<file path="src/rtl/tap_timer_pkg.sv">
package tap_timer_pkg;
  // Counter geometry: two halves, lower one may be bypassed.
  localparam int unsigned LO_STAGES = 8;
  localparam int unsigned HI_STAGES = 8;
  localparam int unsigned STAGES    = LO_STAGES + HI_STAGES;

  // Stage lengths (2^n) per select code.
  localparam int unsigned LEN_SEL00 = 13;
  localparam int unsigned LEN_SEL01 = 10;
  localparam int unsigned LEN_SEL1X = STAGES;

  typedef logic [STAGES-1:0] count_t;

  typedef enum logic [1:0] {
    SEL_LONG  = 2'b00,
    SEL_SHORT = 2'b01,
    SEL_BYP   = 2'b10,
    SEL_FULL  = 2'b11
  } tap_sel_e;
endpackage

</file>
<file path="src/rtl/tt_clear_ctrl.sv">
module tt_clear_ctrl (
  input  logic clk,
  input  logic rst_n,
  input  logic mst_clr,
  input  logic auto_clr_req,
  input  logic auto_clr_off,
  input  logic recycle,
  output logic clr_all
);
  logic mode_q;
  logic mode_d;
  logic mode_chg;

  always_comb begin
    mode_d   = recycle;
    mode_chg = recycle ^ mode_q;
    clr_all  = mst_clr | (auto_clr_req & ~auto_clr_off) | mode_chg;
  end

  always_ff @(posedge clk or negedge rst_n) begin
    if (!rst_n) mode_q <= 1'b0;
    else        mode_q <= mode_d;
  end
endmodule

</file>
<file path="src/rtl/tt_counter.sv">
module tt_counter
  import tap_timer_pkg::*;
#(
  parameter int unsigned LO_W = LO_STAGES,
  parameter int unsigned HI_W = HI_STAGES
) (
  input  logic                 clk,
  input  logic                 rst_n,
  input  logic                 clr,
  input  logic                 tick_en,
  input  logic                 bypass,
  output logic [LO_W+HI_W-1:0] cnt
);
  logic [LO_W-1:0] lo_q, lo_d;
  logic [HI_W-1:0] hi_q, hi_d;
  logic            lo_carry;
  logic            hi_step;

  always_comb begin
    lo_carry = &lo_q;
    hi_step  = tick_en & (bypass | lo_carry);
    lo_d     = lo_q;
    hi_d     = hi_q;
    if (clr) begin
      lo_d = '0;
      hi_d = '0;
    end else begin
      if (tick_en) lo_d = lo_q + 1'b1;
      if (hi_step) hi_d = hi_q + 1'b1;
    end
  end

  always_ff @(posedge clk or negedge rst_n) begin
    if (!rst_n) begin
      lo_q <= '0;
      hi_q <= '0;
    end else begin
      lo_q <= lo_d;
      hi_q <= hi_d;
    end
  end

  assign cnt = {hi_q, lo_q};
endmodule

</file>
<file path="src/rtl/tt_out_stage.sv">
module tt_out_stage
  import tap_timer_pkg::*;
(
  input  logic   clk,
  input  logic   rst_n,
  input  logic   clr,
  input  count_t cnt,
  input  logic   sel_a,
  input  logic   sel_b,
  input  logic   recycle,
  input  logic   inv_sel,
  output logic   latch,
  output logic   q
);
  localparam int unsigned TAP_L = LEN_SEL00 - 1;
  localparam int unsigned TAP_S = LEN_SEL01 - 1;
  localparam int unsigned TAP_F = LEN_SEL1X - 1;

  tap_sel_e sel;
  logic     tap;
  logic     latch_q, latch_d;
  logic     level;

  always_comb begin
    sel = tap_sel_e'({sel_a, sel_b});
    unique case (sel)
      SEL_LONG:  tap = cnt[TAP_L];
      SEL_SHORT: tap = cnt[TAP_S];
      default:   tap = cnt[TAP_F];
    endcase
    latch_d = clr ? 1'b0 : (latch_q | tap);
    level   = recycle ? tap : (latch_q | tap);
    q       = inv_sel ^ (~clr & level);
  end

  always_ff @(posedge clk or negedge rst_n) begin
    if (!rst_n) latch_q <= 1'b0;
    else        latch_q <= latch_d;
  end

  assign latch = latch_q;
endmodule

</file>
<file path="src/rtl/tap_timer.sv">
module tap_timer
  import tap_timer_pkg::*;
(
  input  logic clk,
  input  logic rst_n,
  input  logic tick_en,
  input  logic mst_clr,
  input  logic auto_clr_req,
  input  logic auto_clr_off,
  input  logic sel_a,
  input  logic sel_b,
  input  logic recycle,
  input  logic inv_sel,
  output logic q
);
  logic   clr_all;
  logic   bypass;
  logic   latch_w;
  count_t cnt_w;

  assign bypass = sel_a & ~sel_b;

  tt_clear_ctrl u_clr (
    .clk          (clk),
    .rst_n        (rst_n),
    .mst_clr      (mst_clr),
    .auto_clr_req (auto_clr_req),
    .auto_clr_off (auto_clr_off),
    .recycle      (recycle),
    .clr_all      (clr_all)
  );

  tt_counter #(.LO_W(LO_STAGES), .HI_W(HI_STAGES)) u_cnt (
    .clk     (clk),
    .rst_n   (rst_n),
    .clr     (clr_all),
    .tick_en (tick_en),
    .bypass  (bypass),
    .cnt     (cnt_w)
  );

  tt_out_stage u_out (
    .clk     (clk),
    .rst_n   (rst_n),
    .clr     (clr_all),
    .cnt     (cnt_w),
    .sel_a   (sel_a),
    .sel_b   (sel_b),
    .recycle (recycle),
    .inv_sel (inv_sel),
    .latch   (latch_w),
    .q       (q)
  );
endmodule

</file>
<file path="config.mk">
export PLATFORM = sky130hd
export DESIGN_NAME = tap_timer
export DESIGN_NICKNAME = d
export VERILOG_FILES = /design/src/rtl/tap_timer_pkg.sv /design/src/rtl/tt_clear_ctrl.sv /design/src/rtl/tt_counter.sv /design/src/rtl/tt_out_stage.sv /design/src/rtl/tap_timer.sv
export SDC_FILE = /design/constraint.sdc
export NUM_CORES = 1
export LEC_CHECK = 0
export BUFFER_PORTS_ARGS = -buffer_cell sky130_fd_sc_hd__buf_4
export CORE_UTILIZATION = 36
export DETAILED_ROUTE_END_ITERATION = 12
export GPL_TIMING_DRIVEN = 0
export PLACE_DENSITY_LB_ADDON = 0.08
export REMOVE_ABC_BUFFERS = 1
export SYNTH_ARGS = -nofsm -noshare
export SYNTH_HDL_FRONTEND = slang
export SYNTH_SLANG_ARGS = --single-unit
</file>
<file path="constraint.sdc">
create_clock -name clk -period 1.9 [get_ports clk]
set_input_delay 0.285 -clock clk [delete_from_list [all_inputs] [get_ports clk]]
set_output_delay 0.285 -clock clk [all_outputs]
set_load 0.005 [all_outputs]
</file>
==> impl_metrics.toml, run 1 <==
[clock_network]
tritoncts_clock_tree = "built"
cts.clk_slew.worst_paths_ns = 0.10
cts_made_buffers = 3
numClockSinks = 18
post_cts.repair.setup_buffers = 0
cts_max_level = 1
insertion_delay_ns = 0.29
buffer_cell_driving_the_clock_tree_root = "clkbuf_4"
clockBufferDepth = 2

[synth]
synth-xor-area-share = 0.0768
ys_types = 24
ys_async_sr_fraction = 1.00
synth.mux.area_fraction = 0.0329
netlist.area_leader.share = 0.494
top_cells_by_count_synth = "18 x dfrtp_1, 10 x nor2_1, 9 x o21ai_0"
netlist_area_um2 = 912
yosys_warnings = 0
synth-simple-area-share = 0.228
synthesized_area_fraction_occupied_by_ao_oa_aoi_and_oai_cells = 0.111
synth-seq-cells = 18
synth.yosys.seq_area_share = 0.494
synth.most_common_cell = "dfrtp_1"
synth_top_family_by_area = "simple AND/OR/NAND/NOR gates"
yosys.area_share.adder = 0.0274
cell_count_after_synthesis = 95
yosys.area.top_type = "dfrtp_1"
edff_count_synth = 0
postSynthAreaPerCell_um2 = 9.60
netlist_top_cells_area = "dfrtp_1 49%, xor2_1 5.8%, o21ai_0 4.9%, a21oi_1 4.4%, nor2_1 4.1%"
postSynth.topFlopCell = "dfrtp_1"

[placement]
globalplace.congestion = 0.683
dpl-instance-area_um2 = 998
post-place-cells = 129
place_ws_ns = 0.0918
dp_hpwl_um = 1160
io_buffer_count = 10

[sta]
rsz_0062_raised_after_global_routing = "false"
finClkSkew_ns = 0.00485
setup_tns_after_final_layout_ns = 0
worst_pin_slew_ns = 0.608
finalWorstPathRequiredPeriod_ns = 1.77
final_hold_violation_count = 0
finalSetupViolations = 0
final.setup.worst_slack_ns = 0.126
timing.final.crit_share = 0.933
max_freq_mhz = 564
timing.slew.headroom = 0.594
total_count_of_max_transition_violations_in_the_final_report = 0

[finish]
final_cell_count_no_fill = 133
insertedDiodeCount = 0
drive_gt1_frac = 0.171
finish.net_count = 119
layout_area_overhead_pct = 13.2
design_area_um2 = 1030
layout.filler_cells = 245

[power]
power_leakage_uw = 0.000431
power_switching_share = 0.237
total_power_uw = 633
ir_drop_worst_vdd_mv = 0.363
p_int_uw = 483
power.clock.fraction = 0.303
seqPwrFrac = 0.613
power_density_nw_per_um2 = 613
power.net_switching_uw = 150
power.share.combinational = 0.084

[route]
route.antenna.remaining_nets = 0
drt-wirelength-per-cell_um = 13.1
wirelength_um = 1740
viasPerCell = 5.26
dr_total_vias = 700
drc = 0
first_pass_iters = 4
drt_first_iter_violations = 12

[min_path]
timing.hold.worst.start = "recycle"
whs_path_depth = 1
min_to = "u_clr.mode_q$_DFF_PN0_"
holdCritPathClass = "in2reg"

[worst_setup_path]
rr_endpoint = "u_cnt.hi_q[7]$_DFFE_PN0P_"
worst_setup_path_startpoint = "u_cnt.lo_q[0]$_DFFE_PN0P_"
regToRegStartpoint = "u_cnt.lo_q[0]$_DFFE_PN0P_"
number_of_cells_traversed_by_the_worst_register_to_register_path = 5
worst_ep_arrival_time_ns = 2.00
cp_max_fo = 14
kind_of_start_point_of_the_critical_path = "flop"
endpoint_kind = "flop"
timing.reg2reg.setup_slack_ns = 0.13
timing_worst_setup_path_type = "reg2reg"
required_ns = 2.12

[global_route]
first_pass_grt_wire_length_um = 2820
grt_max_degree = 19
grt_pass1_vias = 645
antenna_found_initial = 0
grt_use_total = 0.144
globalRouteOverflowTotal = 0

[floorplanning]
die_h_um = 52.3
start_util = 0.397
ioPinCount = 11
die_w_um = 52.3
coreArea_um2 = 2300
rows = 17
die_area_um2 = 2740

[run_status]
status = "finished, final reports clean"

[job]
drv.max_cap_violation_count = 0
worst max-delay path by stage:
stage / end / slack, ns / cells past startpoint
2_1_floorplan: u_cnt.hi_q[7]$_DFFE_PN0P_ / 0.23 / 5
3_3_place_gp: u_cnt.hi_q[7]$_DFFE_PN0P_ / 0.11 / 5
3_5_place_dp: u_cnt.hi_q[7]$_DFFE_PN0P_ / 0.09 / 5
4_1_cts: u_cnt.hi_q[7]$_DFFE_PN0P_ / 0.07 / 5
5_1_grt: u_cnt.hi_q[7]$_DFFE_PN0P_ / 0.01 / 5
6_report: u_cnt.hi_q[7]$_DFFE_PN0P_ / 0.13 / 5
repair_timing:
item                                    CTS  global route
endpoints found under the setup margin    0             3
hold endpoints to repair                 18             0
resized for setup                         0             2
hold buffers                              1             0
registers in the layout, summed over array words and instances (netlist names):
signal,count
u_cnt.lo_q,8
u_out.latch,1
u_clr.mode_q,1
u_cnt.hi_q,8
cell type report:
cell class,count,area [um2],share of cell area
tap,28,35.0,0.0339
timing repair buffer,11,85.1,0.0824
multi-input combinational,72,435,0.422
inverter,1,3.75,0.00364
clock buffer,3,22.5,0.0218
sequential,18,450,0.436
worst max-delay path: stages, from the launching register on:
cell     delay, ns
dfrtp_1       0.40
ha_1          0.20
nand4_1       0.11
o22a_2        0.33
or4_1         0.52
a21oi_1       0.15
cell usage in the layout, fill, tap and decap left out:
cell type and n:
or3_2 4, nand4_1 5, clkbuf_4 3, nand3_1 2, nor2_1 10, nand2_1 8
buf_4 10, a21oi_1 8, o21ai_0 8, o22a_2 1, mux2i_1 3, xor2_1 6
o21ai_1 1, o31ai_1 1, and3_1 1, dfrtp_1 18, xnor2_1 2, nor2b_1 2
or3_1 4, inv_1 1, and2_1 2, ha_1 2, nor3_1 1, dlygate4sd3_1 1
or4_1 1
routing by layer:
| layer | vias to the layer above | track usage | share of wire |
|---|---|---|---|
| met5 | - | 0 | 0 |
| met4 | 0 | 0.0395 | 0.0075 |
| met3 | 2 | 0.0638 | 0.049 |
| met2 | 15 | 0.222 | 0.44 |
| met1 | 331 | 0.183 | 0.51 |
| li1 | 352 | - | - |
cell families after synthesis:
group | Yosys count
fa+ha+maj | 2
flops | 18
mux | 3
compound gates | 19
xor+xnor | 8
buf+inv | 5
simple gates | 40
power groups by stage:
stage / clock network (uW) / logic [uW] / registers, uW
3_5_place_dp: 0 / 52.7 / 396
5_1_grt: 216 / 58.6 / 389
2_1_floorplan: 0 / 19.3 / 395
6_report: 191 / 53.2 / 388
4_1_cts: 201 / 54.4 / 388
3_3_place_gp: 0 / 51.9 / 396
per-stage QoR:
stage	hold slack (ns)	util
2_1_floorplan	-0.0106	-
3_3_place_gp	0.169	0.435
3_5_place_dp	0.172	0.435
4_1_cts	0.104	0.449
5_1_grt	0.0937	0.449
6_report	0.113	0.449
Power figures use the tool's default switching activity.
==> inputs of run 2 (changes only) <==
--- a/config.mk
+++ b/config.mk
@@ -7,6 +7,7 @@
 export LEC_CHECK = 0
 export BUFFER_PORTS_ARGS = -buffer_cell sky130_fd_sc_hd__buf_4
 export CORE_UTILIZATION = 36
+export CTS_BUF_LIST = sky130_fd_sc_hd__clkbuf_8 sky130_fd_sc_hd__clkbuf_16
 export DETAILED_ROUTE_END_ITERATION = 12
 export GPL_TIMING_DRIVEN = 0
 export PLACE_DENSITY_LB_ADDON = 0.08
==> impl_metrics.toml, run 2 (synthesis gave the netlist of run 1 again) <==
[run_status]
status = "finished, final reports clean"

[worst_setup_path]
number_of_cells_traversed_by_the_worst_register_to_register_path = 5
timing_worst_setup_path_type = "reg2reg"
cp_max_fo = 14
endpoint_kind = "flop"
cp_slowest_cell = "or4_1"
required_ns = 2.07
crit_buf_inv = 0
timing.reg2reg.setup_slack_ns = 0.13
regToRegStartpoint = "u_cnt.lo_q[0]$_DFFE_PN0P_"
critical-path-top-delay-family = "simple AND/OR/NAND/NOR gates"
worst_ep_arrival_time_ns = 1.94
path_cells = "ha_1, nand4_1, o22a_4, or4_1, a21oi_1"
kind_of_start_point_of_the_critical_path = "flop"
cpPeakStageDelay_ns = 0.51
rr_endpoint = "u_cnt.hi_q[7]$_DFFE_PN0P_"

[finish]
layout.cells.most_common_list = "18 x dfrtp_1, 10 x nor2_1, 10 x buf_4, 9 x o21ai_0"
seqCellArea_um2 = 450
finish.net_count = 119
layout_area_overhead_pct = 16.0
layout.filler_cells = 240
drive_gt1_frac = 0.171
layout.core_utilization = 0.461
final_cell_count_no_fill = 133
most_common_library_cell_in_the_layout_ignoring_fill_and_taps = "dfrtp_1"
multi_input_comb_area_um2 = 443
insertedDiodeCount = 0
layout_top_registers = "u_cnt.hi_q (8), u_cnt.lo_q (8)"

[route]
drt-wirelength-per-cell_um = 13.3
dr_total_vias = 699
wirelength_um = 1770
route.antenna.remaining_nets = 0
drc = 0
drt_first_iter_violations = 14
viasPerCell = 5.26
first_pass_iters = 4

[sta]
total_count_of_max_transition_violations_in_the_final_report = 0
finClkSkew_ns = 0.00516
finalSetupViolations = 0
rsz_0062_raised_after_global_routing = "false"
setup_tns_after_final_layout_ns = 0
finalWorstPathRequiredPeriod_ns = 1.77
final.setup.worst_slack_ns = 0.130
timing.slew.headroom = 0.596
final_hold_violation_count = 0
max_freq_mhz = 565
worst_pin_slew_ns = 0.606
holdWs_ns = 0.164
timing.final.crit_share = 0.932

[global_route]
antenna_found_initial = 0
grt_use_total = 0.147
globalRouteOverflowTotal = 0
groute.layer.met1.usage = 0.193
grtUsageMet2 = 0.232
first_pass_grt_wire_length_um = 2930
grt_pass1_vias = 665
grt_max_degree = 19
globalRoute.busiestLayer = "met2"
grtUsageMet3 = 0.0551

[min_path]
holdCritPathClass = "in2reg"
min_to = "u_clr.mode_q$_DFF_PN0_"
whs_path_depth = 1
timing.hold.worst.start = "recycle"

[floorplanning]
start_util = 0.397
die_area_um2 = 2740
rows = 17
ioPinCount = 11
die_w_um = 52.3
coreArea_um2 = 2300
die_h_um = 52.3

[clock_network]
insertion_delay_ns = 0.25
numClockSinks = 18
cts.clk_slew.worst_paths_ns = 0.07
cts_made_buffers = 3
clockBufferDepth = 2
post_cts.repair.setup_buffers = 0
cts_max_level = 1
buffer_cell_driving_the_clock_tree_root = "clkbuf_8"
tritoncts_clock_tree = "built"

[placement]
globalplace.congestion = 0.683
dp_hpwl_um = 1160
place_ws_ns = 0.0918
io_buffer_count = 10
post-place-cells = 129

[power]
power_density_nw_per_um2 = 662
power_leakage_uw = 0.000441
ir_drop_worst_vdd_mv = 0.568

[job]
drv.max_cap_violation_count = 0
run 2: worst max-delay path by stage:
stage | start | end | slack, ns | cells after the start
4_1_cts | u_cnt.lo_q[0]$_DFFE_PN0P_ | u_cnt.hi_q[7]$_DFFE_PN0P_ | 0.04 | 5
6_report | u_cnt.lo_q[0]$_DFFE_PN0P_ | u_cnt.hi_q[7]$_DFFE_PN0P_ | 0.13 | 5
3_5_place_dp | u_cnt.lo_q[0]$_DFFE_PN0P_ | u_cnt.hi_q[7]$_DFFE_PN0P_ | 0.09 | 5
3_3_place_gp | u_cnt.lo_q[0]$_DFFE_PN0P_ | u_cnt.hi_q[7]$_DFFE_PN0P_ | 0.11 | 5
5_1_grt | u_cnt.hi_q[4]$_DFFE_PN0P_ | q | 0.01 | 5
2_1_floorplan | u_cnt.lo_q[0]$_DFFE_PN0P_ | u_cnt.hi_q[7]$_DFFE_PN0P_ | 0.23 | 5
run 2: per-stage QoR:
stage,area [um2],total power [uW]
after global routing,1060,737
after CTS,1050,717
after global placement,998,447
after detailed placement,998,448
after floorplan,888,415
final,1060,700
run 2: layer usage:
layer | routed length [um] | share of wire | up-vias
met3 | 81 | 0.046 | 2
met4 | 8 | 0.0045 | 0
met1 | 887 | 0.50 | 326
met5 | 0 | 0 | -
met2 | 790 | 0.45 | 17
li1 | - | - | 354
run 2: final cells by class:
type / instances / area share
Sequential cell: 18 / 0.426
Multi-Input combinational cell: 72 / 0.418
Timing Repair Buffer: 11 / 0.0804
Clock buffer: 3 / 0.0390
Tap cell: 28 / 0.0331
Inverter: 1 / 0.00355
run 2: timing repair:
action,CTS,global route
setup endpoints to repair,0,4
hold buffers,1,0
hold endpoints to repair,18,0
resized for setup,0,2
run 2: where the power goes:
part           total [uW]  switching (uW)  leakage (uW)  internal (uW)
Combinational        54.2            29.9      0.000170           24.3
Sequential            389            2.34      0.000249            386
Clock                 258             117     0.0000216            140
